`src/rtl/icr_pkg.sv`:
```
package icr_pkg;
  typedef enum logic [1:0] {
    ST_IDLE = 2'd0,
    ST_FILL = 2'd1,
    ST_SEND = 2'd2
  } icr_state_e;
endpackage

```
`src/rtl/icr_tag_store.sv`:
```
module icr_tag_store #(
  parameter int IDX_W = 4,
  parameter int TAG_W = 21
) (
  input  logic             clk,
  input  logic             rst_n,
  input  logic [IDX_W-1:0] rd_idx,
  output logic             rd_valid,
  output logic [TAG_W-1:0] rd_tag,
  input  logic             wr_en,
  input  logic [IDX_W-1:0] wr_idx,
  input  logic [TAG_W-1:0] wr_tag
);
  localparam int LINES = 1 << IDX_W;

  logic [LINES-1:0] line_vld;
  logic [TAG_W-1:0] line_tag [LINES];

  for (genvar g = 0; g < LINES; g++) begin : g_line
    always_ff @(posedge clk or negedge rst_n) begin
      if (!rst_n) begin
        line_vld[g] <= 1'b0;
        line_tag[g] <= '0;
      end else if (wr_en && (wr_idx == IDX_W'(g))) begin
        line_vld[g] <= 1'b1;
        line_tag[g] <= wr_tag;
      end
    end
  end

  assign rd_valid = line_vld[rd_idx];
  assign rd_tag   = line_tag[rd_idx];
endmodule

```
`src/rtl/icr_hit_check.sv`:
```
module icr_hit_check #(
  parameter int ADDR_W = 32,
  parameter int OFF_W  = 7,
  parameter int IDX_W  = 4,
  localparam int TAG_W = ADDR_W - OFF_W - IDX_W
) (
  input  logic [ADDR_W-1:0] addr,
  input  logic              line_valid,
  input  logic [TAG_W-1:0]  line_tag,
  output logic [IDX_W-1:0]  idx,
  output logic [TAG_W-1:0]  tag,
  output logic              hit
);
  assign idx = addr[OFF_W +: IDX_W];
  assign tag = addr[ADDR_W-1 -: TAG_W];
  assign hit = line_valid && (line_tag == tag);
endmodule

```
`src/rtl/icr_barrier.sv`:
```
module icr_barrier #(
  parameter int N_TILE = 5
) (
  input  logic              clk,
  input  logic              rst_n,
  input  logic              arm,
  input  logic              collect,
  input  logic [N_TILE-1:0] done_in,
  output logic [N_TILE-1:0] pending,
  output logic              complete
);
  for (genvar t = 0; t < N_TILE; t++) begin : g_tile
    always_ff @(posedge clk or negedge rst_n) begin
      if (!rst_n)                     pending[t] <= 1'b0;
      else if (arm)                   pending[t] <= 1'b1;
      else if (collect && done_in[t]) pending[t] <= 1'b0;
    end
  end

  assign complete = collect && (|pending) && ~|(pending & ~done_in);

  AST_MASK_NO_SET: assert property (@(posedge clk) disable iff (!rst_n)
    !arm |=> ((pending & ~$past(pending)) == '0));
  AST_DONE_EMPTIES: assert property (@(posedge clk) disable iff (!rst_n)
    (complete && !arm) |=> (pending == '0));
endmodule

```
`src/rtl/icache_refill_coord.sv`:
```
module icache_refill_coord
  import icr_pkg::*;
#(
  parameter int ADDR_W = 32,
  parameter int OFF_W  = 7,
  parameter int IDX_W  = 4,
  parameter int N_TILE = 5,
  localparam int TAG_W = ADDR_W - OFF_W - IDX_W,
  localparam int BLK_W = ADDR_W - OFF_W
) (
  input  logic              clk,
  input  logic              rst_n,
  input  logic              lk_valid,
  output logic              lk_ready,
  input  logic [ADDR_W-1:0] lk_addr,
  output logic              rf_valid,
  output logic [ADDR_W-1:0] rf_addr,
  input  logic [N_TILE-1:0] tile_done,
  output logic              tag_wr_en,
  output logic [IDX_W-1:0]  tag_wr_idx,
  output logic [TAG_W-1:0]  tag_wr_tag,
  output logic              disp_valid,
  input  logic              disp_ready,
  output logic [ADDR_W-1:0] disp_addr
);
  icr_state_e        state;
  logic [BLK_W-1:0]  cur_blk;
  logic              accept, hit, complete, line_valid;
  logic [IDX_W-1:0]  lk_idx;
  logic [TAG_W-1:0]  lk_tag, line_tag;
  logic [N_TILE-1:0] pending;

  assign lk_ready = (state == ST_IDLE);
  assign accept   = lk_valid && lk_ready;

  icr_hit_check #(.ADDR_W(ADDR_W), .OFF_W(OFF_W), .IDX_W(IDX_W)) u_hit (
    .addr(lk_addr), .line_valid(line_valid), .line_tag(line_tag),
    .idx(lk_idx), .tag(lk_tag), .hit(hit)
  );

  assign tag_wr_idx = cur_blk[IDX_W-1:0];
  assign tag_wr_tag = cur_blk[BLK_W-1 -: TAG_W];

  icr_tag_store #(.IDX_W(IDX_W), .TAG_W(TAG_W)) u_tags (
    .clk(clk), .rst_n(rst_n),
    .rd_idx(lk_idx), .rd_valid(line_valid), .rd_tag(line_tag),
    .wr_en(complete), .wr_idx(tag_wr_idx), .wr_tag(tag_wr_tag)
  );

  icr_barrier #(.N_TILE(N_TILE)) u_bar (
    .clk(clk), .rst_n(rst_n),
    .arm(accept && !hit), .collect(state == ST_FILL),
    .done_in(tile_done), .pending(pending), .complete(complete)
  );

  always_ff @(posedge clk or negedge rst_n) begin
    if (!rst_n) begin
      state     <= ST_IDLE;
      cur_blk   <= '0;
      rf_valid  <= 1'b0;
      tag_wr_en <= 1'b0;
    end else begin
      rf_valid  <= 1'b0;
      tag_wr_en <= 1'b0;
      unique case (state)
        ST_IDLE: if (accept) begin
          cur_blk <= lk_addr[ADDR_W-1:OFF_W];
          if (hit) state <= ST_SEND;
          else begin
            state    <= ST_FILL;
            rf_valid <= 1'b1;
          end
        end
        ST_FILL: if (complete) begin
          state     <= ST_SEND;
          tag_wr_en <= 1'b1;
        end
        ST_SEND: if (disp_ready) state <= ST_IDLE;
        default: state <= ST_IDLE;
      endcase
    end
  end

  assign rf_addr    = {cur_blk, {OFF_W{1'b0}}};
  assign disp_addr  = {cur_blk, {OFF_W{1'b0}}};
  assign disp_valid = (state == ST_SEND);

  AST_REFILL_PULSE: assert property (@(posedge clk) disable iff (!rst_n)
    rf_valid |=> !rf_valid);
  AST_TAG_WITH_DISPATCH: assert property (@(posedge clk) disable iff (!rst_n)
    tag_wr_en |-> disp_valid);
  AST_BUSY_NO_ACCEPT: assert property (@(posedge clk) disable iff (!rst_n)
    (rf_valid || (pending != '0)) |-> !lk_ready);
  AST_DISP_HOLD: assert property (@(posedge clk) disable iff (!rst_n)
    (disp_valid && !disp_ready) |=> (disp_valid && $stable(disp_addr)));
  AST_NO_EARLY_DISPATCH: assert property (@(posedge clk) disable iff (!rst_n)
    (pending != '0) |-> !disp_valid);
endmodule

```
`config.mk`:
```
export PLATFORM = sky130hd
export DESIGN_NAME = icache_refill_coord
export DESIGN_NICKNAME = d
export VERILOG_FILES = /design/src/rtl/icr_pkg.sv /design/src/rtl/icr_tag_store.sv /design/src/rtl/icr_hit_check.sv /design/src/rtl/icr_barrier.sv /design/src/rtl/icache_refill_coord.sv
export SDC_FILE = /design/constraint.sdc
export NUM_CORES = 1
export LEC_CHECK = 0
export CORE_MARGIN = 2
export CORE_UTILIZATION = 64
export DETAILED_ROUTE_END_ITERATION = 10
export DONT_BUFFER_PORTS = 1
export HOLD_SLACK_MARGIN = 0.06
export PLACE_DENSITY = 0.91
export SLEW_MARGIN = 10
export SYNTH_ARGS = -nofsm -noshare
export SYNTH_HDL_FRONTEND = slang
export SYNTH_SLANG_ARGS = --single-unit
```
`constraint.sdc`:
```
create_clock -name clk -period 3.6 [get_ports clk]
set_clock_uncertainty 0.05 [all_clocks]
set_input_delay 0.36 -clock clk [delete_from_list [all_inputs] [get_ports clk]]
set_output_delay 0.36 -clock clk [all_outputs]
set_load 0.02 [all_outputs]
```
==> metrics list <==
- Entering global routing, the biggest net connects 387 pins.
* Core Rows: 61
- WL/cell: 26.3 um
- The biggest area contributor in the post-synthesis netlist is sky130_fd_sc_hd__dfrtp_1.
* Number of violations of the max-capacitance limit: 0
- Global routing finished with a remaining overflow of 0.
- Flip-flop and latch area: 0.00966 mm^2
- Area of placed instances: 0.0182 mm^2
- Leading post-synthesis cells by cell area: sky130_fd_sc_hd__dfrtp_1 53%, sky130_fd_sc_hd__mux2_2 20%, sky130_fd_sc_hd__mux4_2 8.0%, sky130_fd_sc_hd__mux2i_1 3.5%, sky130_fd_sc_hd__buf_4 2.9%
- Multi-input logic area: 0.00781 mm^2
- Post-DR vias/cell: 6.58
- Layout Cell Area excl Fill: 0.0197 mm^2
- Final hold vios: 386
- Total count of max-transition violations in the final report: 0
* Buffer cell driving the clock tree root: sky130_fd_sc_hd__clkbuf_16
* Prevailing post-synth register cell: sky130_fd_sc_hd__dfrtp_1
- The run finished, with violations left.
- Fraction of registers with async set/reset: 1.00
- The area growth from synthesis to layout is 7.66%.
- Initial DRT Pass Iterations: 5
- For this run, the post-layout net count is 1306.
- Die Span X: 173 um
* Overall via count from detail_route: 11000
* Count of placed standard cells in the final layout, fillers left out: 1669
- Adding up every negative setup slack in the final design gives 0 ns.
- Static timing analysis puts the maximum clock frequency at 320 MHz.
* Number of global-route vias before repair: 11900
- Of the cells placed in the final design, the portion with a size suffix greater than 1 is 0.384.
- CP required: 3.97 ns
- Of the synthesized area, sequential elements account for 0.527.
* Leakage: 0.00955 uW
* Register-to-register path setup slack: 0.48 ns
- TritonCTS built the clock tree.
* Share of Yosys cell area claimed by the top area cell type: 0.527
- Counting the fill cells in the layout gives 1717.
- Routability-driven placement finished with a final weighted congestion of 0.822.
- Across every metal layer, demand over resource in global routing totals 0.299.
- DR iter-0 viols: 1059
- Counting every sink on the clock net gives 386.
* Synthesized flop and latch total: 386
- Count of cell types in the netlist: 61
- Worst relative slew slack: 0.239
* Core area: 0.0280 mm^2
- Number of buffers between clock root and the deepest sink: 3
- DRC errors left: 0
- Num CTS Buffers: 40
- In this run the worst path has a maximum fanout of 22.
- In this run, synthesis inferred 0 flip-flops with an integrated enable.
* Top cells by instance count after synthesis: 386 x sky130_fd_sc_hd__dfrtp_1, 331 x sky130_fd_sc_hd__mux2_2, 89 x sky130_fd_sc_hd__nand2_1
- H-tree depth reported by CTS: 2
- Failing checks: hold timing
- After legalization and detailed placement, the total HPWL measured 24500 um.
- Synthesis warning total: 0
- Once placement completed, the tool counted placed cells totaling 1574.
- First-pass GRT wire length: 68700 um
- For this configuration, the core starts out at a cell density of 0.654.
- Most instantiated library cell after synthesis: sky130_fd_sc_hd__dfrtp_1
- Gate count after technology mapping: 1311
- Averaged over all synthesized cells, the footprint is 14.0 um^2.
* RSZ-0062 raised after global routing: false
* Worst R2R Start: state[1]
- The worst-case IR drop observed on VDD is 0.000490 V.
- In this run the vertical extent of the chip is 173 um.
* Critical setup path kind: reg -> reg
- For this design, the CTS-stage hold fixing added 27 buffers.
* Sum of routed wire length over all layers: 43800 um
- After clock tree synthesis, the setup repair step added 0 buffers.
- Area of the die: 0.0300 mm^2
- Crit path time final: 3.12 ns
- Hold Crit Class: in -> async
- For this design the ratio of total power to cell area is 683 mW/mm^2.
- Across all hold checks on the routed design, the worst slack comes to -0.526 ns.
- The number of antenna violations at the first check in global routing was 0.
- Number of diodes: 0
- At the pin with the least slew margin, the transition time is 1.14 ns.
* Endpoint type of the worst setup path: flop
- Origin of the worst setup path: state[1]
- The number of gates resized after CTS was 0.
- Clock-pin slew was measured on the worst setup and hold paths at 0.06 ns.
- 134 I/O pins were placed.
- The synthesized netlist occupies a cell area of 0.0183 mm^2.
* Setup violators final: 0
- STA classifies the critical path startpoint as a flop.
* Share of the clock period used by the worst path after layout: 0.867
- Port-buffer cells: 0
- Clock latency of the later-clocked register in the worst-skew pair: 0.54 ns
* Worst Path Arrival: 3.49 ns
- Antenna viol nets, final: 0
stage by stage:
stage                      util  hold slack, ns  worst slack (ns)  total power [uW]
final                     0.705          -0.526             0.479             13500
after global routing      0.705          -0.534             0.403             14100
after CTS                 0.705          -0.538             0.523             13500
after detailed placement  0.651          0.0260             0.528              9470
after global placement    0.651          0.0345             0.646              9220
after floorplan               -          0.0144              1.06              9100
kinds of logic (layout without fill, tap and decap cells):
logic type / after synthesis / after routing / synth area share
AO/OA/AOI/OAI: 66 / 66 / 0.0287
XOR/XNOR: 27 / 27 / 0.0129
buffers and inverters: 162 / 129 / 0.0515
flip-flops: 386 / 386 / 0.527
multiplexers: 475 / 475 / 0.327
other: 1 / 14 / 0.000205
AND/OR/NAND/NOR: 194 / 194 / 0.0526
power by group:
| part | internal [uW] | switching, uW |
|---|---|---|
| registers | 5370 | 1660 |
| logic | 1410 | 1060 |
| clock network | 2330 | 1660 |
worst paths after layout:
kind | to | depth (start not counted)
min in group clk | cur_blk[3] | 2
min | cur_blk[20] | 0
min reg2reg | u_tags.line_vld[1] | 1
max reg2reg | u_tags.line_tag[281] | 7
max in group asynchronous | u_tags.line_tag[10] | 0
max | u_tags.line_tag[281] | 7
cell usage in the layout (no fill, tap or decap), types with 3 or more instances in the layout:
cell	netlist	routed
sky130_fd_sc_hd__clkbuf_16	0	41
sky130_fd_sc_hd__nand4_1	4	4
sky130_fd_sc_hd__a21oi_1	6	6
sky130_fd_sc_hd__nor4_1	8	8
sky130_fd_sc_hd__nor2_1	19	18
sky130_fd_sc_hd__nand3_1	8	8
sky130_fd_sc_hd__conb_1	1	14
sky130_fd_sc_hd__dlygate4sd3_1	0	27
sky130_fd_sc_hd__buf_4	71	24
sky130_fd_sc_hd__nor2b_1	14	14
sky130_fd_sc_hd__nand2_1	89	89
sky130_fd_sc_hd__o21ai_0	6	6
sky130_fd_sc_hd__mux2_1	14	14
sky130_fd_sc_hd__a221oi_1	3	3
sky130_fd_sc_hd__xnor2_1	21	21
sky130_fd_sc_hd__and2_1	3	3
sky130_fd_sc_hd__nand2b_1	20	20
sky130_fd_sc_hd__clkbuf_1	31	13
sky130_fd_sc_hd__clkbuf_8	0	8
sky130_fd_sc_hd__or2_2	6	6
sky130_fd_sc_hd__dfrtp_1	386	386
sky130_fd_sc_hd__a22o_1	4	4
sky130_fd_sc_hd__mux2_2	331	331
sky130_fd_sc_hd__buf_12	0	4
sky130_fd_sc_hd__xor2_1	6	6
sky130_fd_sc_hd__nor3_1	10	8
sky130_fd_sc_hd__a21boi_0	4	4
sky130_fd_sc_hd__o21a_1	3	3
sky130_fd_sc_hd__o2bb2ai_1	3	3
sky130_fd_sc_hd__a2bb2oi_1	5	5
sky130_fd_sc_hd__clkinv_2	0	4
sky130_fd_sc_hd__inv_1	4	4
sky130_fd_sc_hd__mux2i_1	65	65
sky130_fd_sc_hd__a22oi_1	12	12
sky130_fd_sc_hd__and3_1	3	3
sky130_fd_sc_hd__mux4_2	65	65
worst max-delay path, cell delays in order (launching register included):
cell and delay [ns]:
sky130_fd_sc_hd__dfrtp_1 0.41, sky130_fd_sc_hd__and2b_1 0.28, sky130_fd_sc_hd__a21boi_1 0.17, sky130_fd_sc_hd__nor4_4 0.43, sky130_fd_sc_hd__or3b_1 0.55, sky130_fd_sc_hd__nor3b_4 0.24, sky130_fd_sc_hd__buf_4 0.45, sky130_fd_sc_hd__mux2_2 0.40
sequential cells by signal, summed over array words and instances, names as in the netlist:
register and cells:
u_bar.pending 5, u_tags.line_tag 336, cur_blk 25, tag_wr_en 1
rf_valid 1, u_tags.line_vld 16, state 2
per-layer routing:
layer,track usage,vias to the layer above,part of all wire
met5,0,-,0
met2,0.498,490,0.50
met3,0.0664,131,0.077
li1,-,4551,-
met4,0.139,0,0.044
met1,0.378,5809,0.38
final cells by class:
cell class / instances / share of cell area
flip-flops and latches: 386 / 0.489
multi-input cells: 776 / 0.396
clock buffers: 62 / 0.0600
repair buffers: 55 / 0.0269
well taps: 378 / 0.0240
clock inverters: 6 / 0.00298
inverters: 6 / 0.00114
Power figures use the tool's default switching activity.
